### config.mk
export PLATFORM = sky130hd
export DESIGN_NAME = int_err_status
export DESIGN_NICKNAME = d
export VERILOG_FILES = /design/src/rtl/int_err_status_pkg.sv /design/src/rtl/int_err_status_rst_sync.sv /design/src/rtl/int_err_status_parity.sv /design/src/rtl/int_err_status_detect.sv /design/src/rtl/int_err_status_reg.sv /design/src/rtl/int_err_status.sv
export SDC_FILE = /design/constraint.sdc
export NUM_CORES = 1
export LEC_CHECK = 0
export CAP_MARGIN = 10
export CORE_UTILIZATION = 30
export CTS_CLUSTER_DIAMETER = 100
export DETAILED_ROUTE_END_ITERATION = 8
export PLACE_DENSITY = 0.78
export SETUP_SLACK_MARGIN = 0.3
export SYNTH_ARGS = -nofsm -noshare
export SYNTH_HDL_FRONTEND = slang
export SYNTH_SLANG_ARGS = --single-unit
### constraint.sdc
create_clock -name clk -period 1.2 [get_ports clk]
set_clock_uncertainty 0.1 [all_clocks]
set_input_delay 0.18 -clock clk [delete_from_list [all_inputs] [get_ports clk]]
set_output_delay 0.18 -clock clk [all_outputs]
set_load 0.03 [all_outputs]
### src/rtl/int_err_status_pkg.sv
package int_err_status_pkg;
  localparam int WORD_W   = 16;
  localparam int DATA_W   = 16;
  localparam int CAUSE_W  = 4;
  localparam int BIT_OPC  = 0;
  localparam int BIT_PAR  = 1;
  localparam int BIT_PROT = 2;
  localparam int BIT_CHAN = 3;
  localparam int BIT_AUX  = CAUSE_W;
  localparam int STATE_W  = CAUSE_W + 1;
  typedef logic [CAUSE_W-1:0] cause_t;
  typedef logic [STATE_W-1:0] state_t;
endpackage

### src/rtl/int_err_status_rst_sync.sv
module int_err_status_rst_sync #(
  parameter int STAGES = 2
) (
  input  logic clk,
  input  logic rst_n,
  output logic rst_n_sync
);
  logic [STAGES-1:0] chain_q;

  always_ff @(posedge clk or negedge rst_n) begin
    if (!rst_n) chain_q <= '0;
    else        chain_q <= {chain_q[STAGES-2:0], 1'b1};
  end

  assign rst_n_sync = chain_q[STAGES-1];
endmodule

### src/rtl/int_err_status_parity.sv
module int_err_status_parity #(
  parameter int DATA_W = 16
) (
  input  logic              valid,
  input  logic [DATA_W-1:0] data,
  input  logic              par,
  output logic              err
);
  logic [DATA_W:0] run;

  assign run[0] = par;
  for (genvar i = 0; i < DATA_W; i++) begin : g_xor
    assign run[i+1] = run[i] ^ data[i];
  end

  // Odd parity is required: an even total count of ones is an error.
  assign err = valid & ~run[DATA_W];
endmodule

### src/rtl/int_err_status_detect.sv
module int_err_status_detect
  import int_err_status_pkg::*;
(
  input  logic              bad_opcode,
  input  logic              par_err,
  input  logic              wr_en,
  input  logic              wr_protect,
  input  logic              chan_check,
  input  logic              cmd_reject,
  input  logic              aux_access,
  output state_t            set_vec
);
  cause_t cause;

  always_comb begin
    cause           = '0;
    cause[BIT_OPC]  = bad_opcode;
    cause[BIT_PAR]  = par_err;
    cause[BIT_PROT] = wr_en & wr_protect;
    cause[BIT_CHAN] = chan_check | cmd_reject;
    set_vec         = {aux_access & (|cause), cause};
  end
endmodule

### src/rtl/int_err_status_reg.sv
module int_err_status_reg
  import int_err_status_pkg::*;
(
  input  logic   clk,
  input  logic   rst_n,
  input  state_t set_vec,
  input  logic   sense,
  output state_t state
);
  state_t state_q;
  state_t state_d;
  logic   en;

  always_comb begin
    en      = sense | (|set_vec);
    state_d = (sense ? '0 : state_q) | set_vec;
  end

  always_ff @(posedge clk or negedge rst_n) begin
    if (!rst_n)  state_q <= '0;
    else if (en) state_q <= state_d;
  end

  assign state = state_q;
endmodule

### src/rtl/int_err_status.sv
module int_err_status
  import int_err_status_pkg::*;
(
  input  logic              clk,
  input  logic              rst_n,
  input  logic              bad_opcode_i,
  input  logic              xfer_valid_i,
  input  logic [DATA_W-1:0] xfer_data_i,
  input  logic              xfer_par_i,
  input  logic              wr_en_i,
  input  logic              wr_protect_i,
  input  logic              chan_check_i,
  input  logic              cmd_reject_i,
  input  logic              aux_access_i,
  input  logic              sense_i,
  output logic [WORD_W-1:0] word_o,
  output logic              irq_o
);
  logic   rst_n_sync;
  logic   par_err;
  state_t set_vec;
  state_t state;

  int_err_status_rst_sync #(.STAGES(2)) u_rst (
    .clk(clk), .rst_n(rst_n), .rst_n_sync(rst_n_sync)
  );

  int_err_status_parity #(.DATA_W(DATA_W)) u_par (
    .valid(xfer_valid_i), .data(xfer_data_i), .par(xfer_par_i), .err(par_err)
  );

  int_err_status_detect u_det (
    .bad_opcode(bad_opcode_i), .par_err(par_err), .wr_en(wr_en_i),
    .wr_protect(wr_protect_i), .chan_check(chan_check_i),
    .cmd_reject(cmd_reject_i), .aux_access(aux_access_i), .set_vec(set_vec)
  );

  int_err_status_reg u_reg (
    .clk(clk), .rst_n(rst_n_sync), .set_vec(set_vec), .sense(sense_i),
    .state(state)
  );

  assign word_o = {{(WORD_W-STATE_W){1'b0}}, state};
  assign irq_o  = |state[CAUSE_W-1:0];
endmodule

Word level (Yosys, flattened, before mapping):

Cells that the tools add are included.
Widths: inputs -> output; s select.

* word-level logic and storage cells: 29
* output and inout bits: 17
* bits in registers: 7
* input bits: 27

* bitwise operators: 23
* muxes and demuxes: 1
* reduce and logical (&&, ||, !) cells: 3

Operators with widths (number)
* $xor 1x1->1: 16
* $reduce_or 4->1: 2
* $mux 5: 1
* $or 5x5->5: 1
* $reduce_or 5->1: 1
* $and 1x1->1: 3
* $or 1x1->1: 2
* $not 1->1: 1

Depth between registers and ports, before layout:

* depth in word-level cells: 22
* gate-level depth with buffers: 5

Hierarchy:

Synthesis repeated with hierarchy kept, for this count alone.

* cell total of the unflattened synthesis: 48
* area total of the unflattened synthesis: 516.7 um^2

Modules (own cells, without submodules)
* int_err_status_reg: area an instance 166.4 um^2, times used 1, cells an instance 11
* int_err_status_parity: area an instance 161.4 um^2, times used 1, cells an instance 16
* int_err_status: area an instance 93.8 um^2, times used 1, cells an instance 13
* int_err_status_rst_sync: area an instance 53.8 um^2, times used 1, cells an instance 3
* int_err_status_detect: area an instance 41.3 um^2, times used 1, cells an instance 5

Worst setup path before layout:

OpenSTA, ideal clock, no wires.

* path type: input port to flip-flop
* start point: input xfer_data_i[13]
* end point: register u_reg.state_q[4] (netlist: u_reg.state[4])
* stages: 5
* setup time: 0.090 ns
* path buffers: 0
* setup slack: -0.329 ns
* data arrival time: 1.339 ns
* cells stage by stage: xor2_1 xnor2_1 xnor3_1 or3_1 o2111ai_1

* longest elaborated chain between the ends: 9

RTL lines
* from (decl): RTL line int_err_status.sv:8 `input logic [DATA_W-1:0] xfer_data_i,`
* $xor 1x1->1 * (3 in series): RTL line int_err_status_parity.sv:13 `assign run[i+1] = run[i] ^ data[i];`
* $not 1->1 *: RTL line int_err_status_parity.sv:17 `assign err = valid & ~run[DATA_W];`
* $and 1x1->1 *: RTL line int_err_status_parity.sv:17
* $reduce_or 4->1: RTL line int_err_status_detect.sv:21 `set_vec = {aux_access & (|cause), cause};`
* $and 1x1->1: RTL line int_err_status_detect.sv:21
* $reduce_or 5->1: RTL line int_err_status_reg.sv:15 `en = sense | (|set_vec);`
* $or 1x1->1: RTL line int_err_status_reg.sv:15
* to (signal assigned): RTL line int_err_status_reg.sv:21 `else if (en) state_q <= state_d;`
* to (decl): RTL line int_err_status_reg.sv:10 `state_t state_q;`

Mark *: on every way between the ends. The rest lies on a longest branch, timed or not.
A chain may end at the register's enable or synchronous reset.

Worst setup path in the final report:

* start point: register u_reg.state_q[3] (netlist: u_reg.state[3])
* end point: output irq_o

* longest elaborated chain between the ends: 1

RTL lines
* $reduce_or 4->1: RTL line int_err_status.sv:44 `assign irq_o = |state[CAUSE_W-1:0];`
* to (decl): RTL line int_err_status.sv:17 `output logic irq_o`

Every way passes these cells.

==> flow_summary.json <==
{
  "cts.path.max_buffers": 2,
  "antenna_found_initial": 0,
  "cts_root_buffer": "clkbuf_4",
  "instances_no_fill": 114,
  "numCtsBuffers": 3,
  "grt_start_max_net_pins": 6,
  "reg2reg_depth": 4,
  "critPathMaxFanout": 2,
  "row_count": 14,
  "clkTransAtPathRegs_ps": 60,
  "cts.sinks": 7,
  "drt-pass1-iter-count": 4,
  "startpoint": "u_reg.state[3]",
  "worstReg2RegEnd": "u_reg.state[3]",
  "fin_crit_sh_pct": 135,
  "synth_area_leaders": "dfrtp_1, xnor2_1, buf_4",
  "syn_area_um2": 498,
  "drive_above_1_share_pct": 45.9,
  "h-tree-depth": 1,
  "cp_data_required_time_ps": 920,
  "synth_cell_types": 16,
  "stdcell_area_um2": 1040,
  "ys.flop_type": "dfrtp_1",
  "grtUsageTotal_pct": 15.0,
  "antenna_cells": 0,
  "die_x_um": 42.7,
  "postRouteAntennaNets": 0,
  "r2r_start": "u_reg.state[3]",
  "maxSlewViolCount": 0,
  "die_height_um": 42.7,
  "drc_errors": 0,
  "post-place-ws_ps": -897,
  "report.final.setup_viol": 5,
  "crit_slowest_cell": "or4_4",
  "start_util_pct": 32.7,
  "max_stage_delay_ps": 530,
  "outcome": "finished, violations left",
  "end_kind": "primary output",
  "violations": "negative hold slack, negative setup slack",
  "synthTopCellsByCount": "xnor2_1, buf_4, dfrtp_1",
  "area_delta_synth_final_pct": 109,
  "vdd_drop_max_v": 0.000692,
  "portBuffers": 32,
  "startpoint_type": "flip-flop",
  "whs_ps": -22.4,
  "wl_per_cell_um": 11.1,
  "drt_iter0_drc": 6,
  "gp_congestion": 0.618,
  "finalPower_uw": 1160,
  "rsz0062_at_grt": "yes",
  "fp.coreArea_um2": 1520,
  "cp.arrival_ps": 1330,
  "dieArea_um2": 1830,
  "hp-class": "flip-flop to async pin",
  "wl_um": 1270,
  "endpoint": "irq_o",
  "fillers": 125,
  "synth_warnings": 0,
  "cts_tree": "done",
  "crit_chain": "or4_4, buf_6",
  "power.density_nw_per_um2": 1110,
  "grt_pass1_wl_um": 1990,
  "io_pins": 44,
  "post-synth-top-area-fraction_pct": 35.2,
  "synth_top_area_cell": "dfrtp_1",
  "grt_overflow": 0,
  "setup_ws_ps": -414,
  "viasPerCell": 4.42,
  "async_reset_ff_share_pct": 100,
  "clock_latency_ps": 250,
  "final_nets": 126,
  "placedCellCount": 102,
  "yosysMostFrequentCell": "xnor2_1",
  "via_count": 504,
  "max_freq_mhz": 619,
  "critical_path_class": "flip-flop to primary output",
  "final-hold-violation-count": 5,
  "grt_pass1_vias": 482,
  "seq_area_frac_synth_pct": 35.2,
  "netlist_instances": 48,
  "p_leak_uw": 0.000513,
  "postPlaceCellArea_um2": 878,
  "synth-seq-cells": 7,
  "min_period_ps": 1610,
  "syn_avg_cell_area_um2": 10.4,
  "maxCapViolCount": 0,
  "rrSetupSlack_ps": 10,
  "synth-edff-count": 0
}
registers in the layout, indices dropped and copies added, names as in the netlist:
| signal | count |
|---|---|
| u_rst.chain_q | 2 |
| u_reg.state | 5 |
cell type report:
type,instances,area [um2],area share (%)
Inverter,2,7.51,0.722
Multi-Input combinational cell,38,343,33.0
Sequential cell,7,179,17.2
Clock buffer,4,26.3,2.53
Timing Repair Buffer,47,464,44.6
Tap cell,16,20.0,1.93
layout by cell type, fill, tap and decap left out:
| cell type | n |
|---|---|
| a211o_1 | 2 |
| dlymetal6s2s_1 | 2 |
| buf_4 | 9 |
| buf_8 | 1 |
| or4_4 | 1 |
| o21ai_0 | 1 |
| nand2_1 | 1 |
| inv_2 | 1 |
| nand4_1 | 1 |
| a22o_1 | 2 |
| dfrtp_1 | 4 |
| o2111ai_1 | 1 |
| xor2_1 | 2 |
| xnor2_1 | 6 |
| dlygate4sd3_1 | 1 |
| a21o_1 | 1 |
| clkbuf_1 | 1 |
| buf_6 | 18 |
| clkdlybuf4s50_1 | 9 |
| or3_1 | 1 |
| conb_1 | 12 |
| xnor3_2 | 1 |
| dfrtp_2 | 3 |
| inv_1 | 1 |
| clkbuf_4 | 3 |
| dlygate4sd2_1 | 5 |
| xnor2_2 | 4 |
| buf_2 | 2 |
| xnor2_4 | 2 |
layer usage:
layer / up-vias / routed length, um / track usage (%)
met4: 0 / 7 / 1.88
met5: - / 0 / 0
met2: 22 / 746 / 29.1
met3: 2 / 71 / 7.66
met1: 243 / 445 / 14.1
li1: 237 / - / -
cells by family after synthesis:
logic type	count (synthesis)	synth area share [%]
AND/OR/NAND/NOR	4	4.78
AO/OA/AOI/OAI	7	11.3
other	2	1.51
flip-flops	7	35.2
buffers and inverters	13	18.1
XOR/XNOR	15	29.1
critical path: cells and delay by family, from the launching register on:
family,cells,cell delay (ps)
DFF,1,400
and+or+nand+nor,1,530
buffers and inverters,1,150
worst min-delay path by stage:
stage                  endpoint  slack (ps)  cells past startpoint
4_1_cts          u_reg.state[4]         -10                      0
2_1_floorplan  u_rst.chain_q[0]        -220                      0
3_5_place_dp     u_reg.state[4]         -20                      0
5_1_grt          u_reg.state[4]           2                      0
3_3_place_gp     u_reg.state[4]         -20                      0
6_report         u_reg.state[4]         -20                      0
through the flow:
| step | utilization, % | TNS, ps |
|---|---|---|
| global route | 68.2 | -1190 |
| finish | 68.2 | -1010 |
| floorplan | - | -618 |
| detailed placement | 57.6 | -2440 |
| global placement | 57.6 | -2280 |
| CTS | 64.0 | -1060 |
where the power goes:
part / internal (uW) / switching, uW / total [uW] / leakage (uW)
combinational: 377 / 269 / 647 / 0.000422
sequential: 271 / 25.3 / 296 / 0.0000763
clock: 127 / 89.2 / 216 / 0.0000150
repair_timing:
| action | in CTS | in global routing |
|---|---|---|
| gates resized for setup | 55 | 27 |
| endpoints found under the hold margin | 7 | 0 |
| cloned | 0 | 0 |
| hold buffers | 1 | 0 |
| buffers inserted | 5 | 2 |
| pin swaps | 13 | 8 |
| endpoints found under the setup margin | 11 | 11 |
Power figures use the tool's default switching activity.
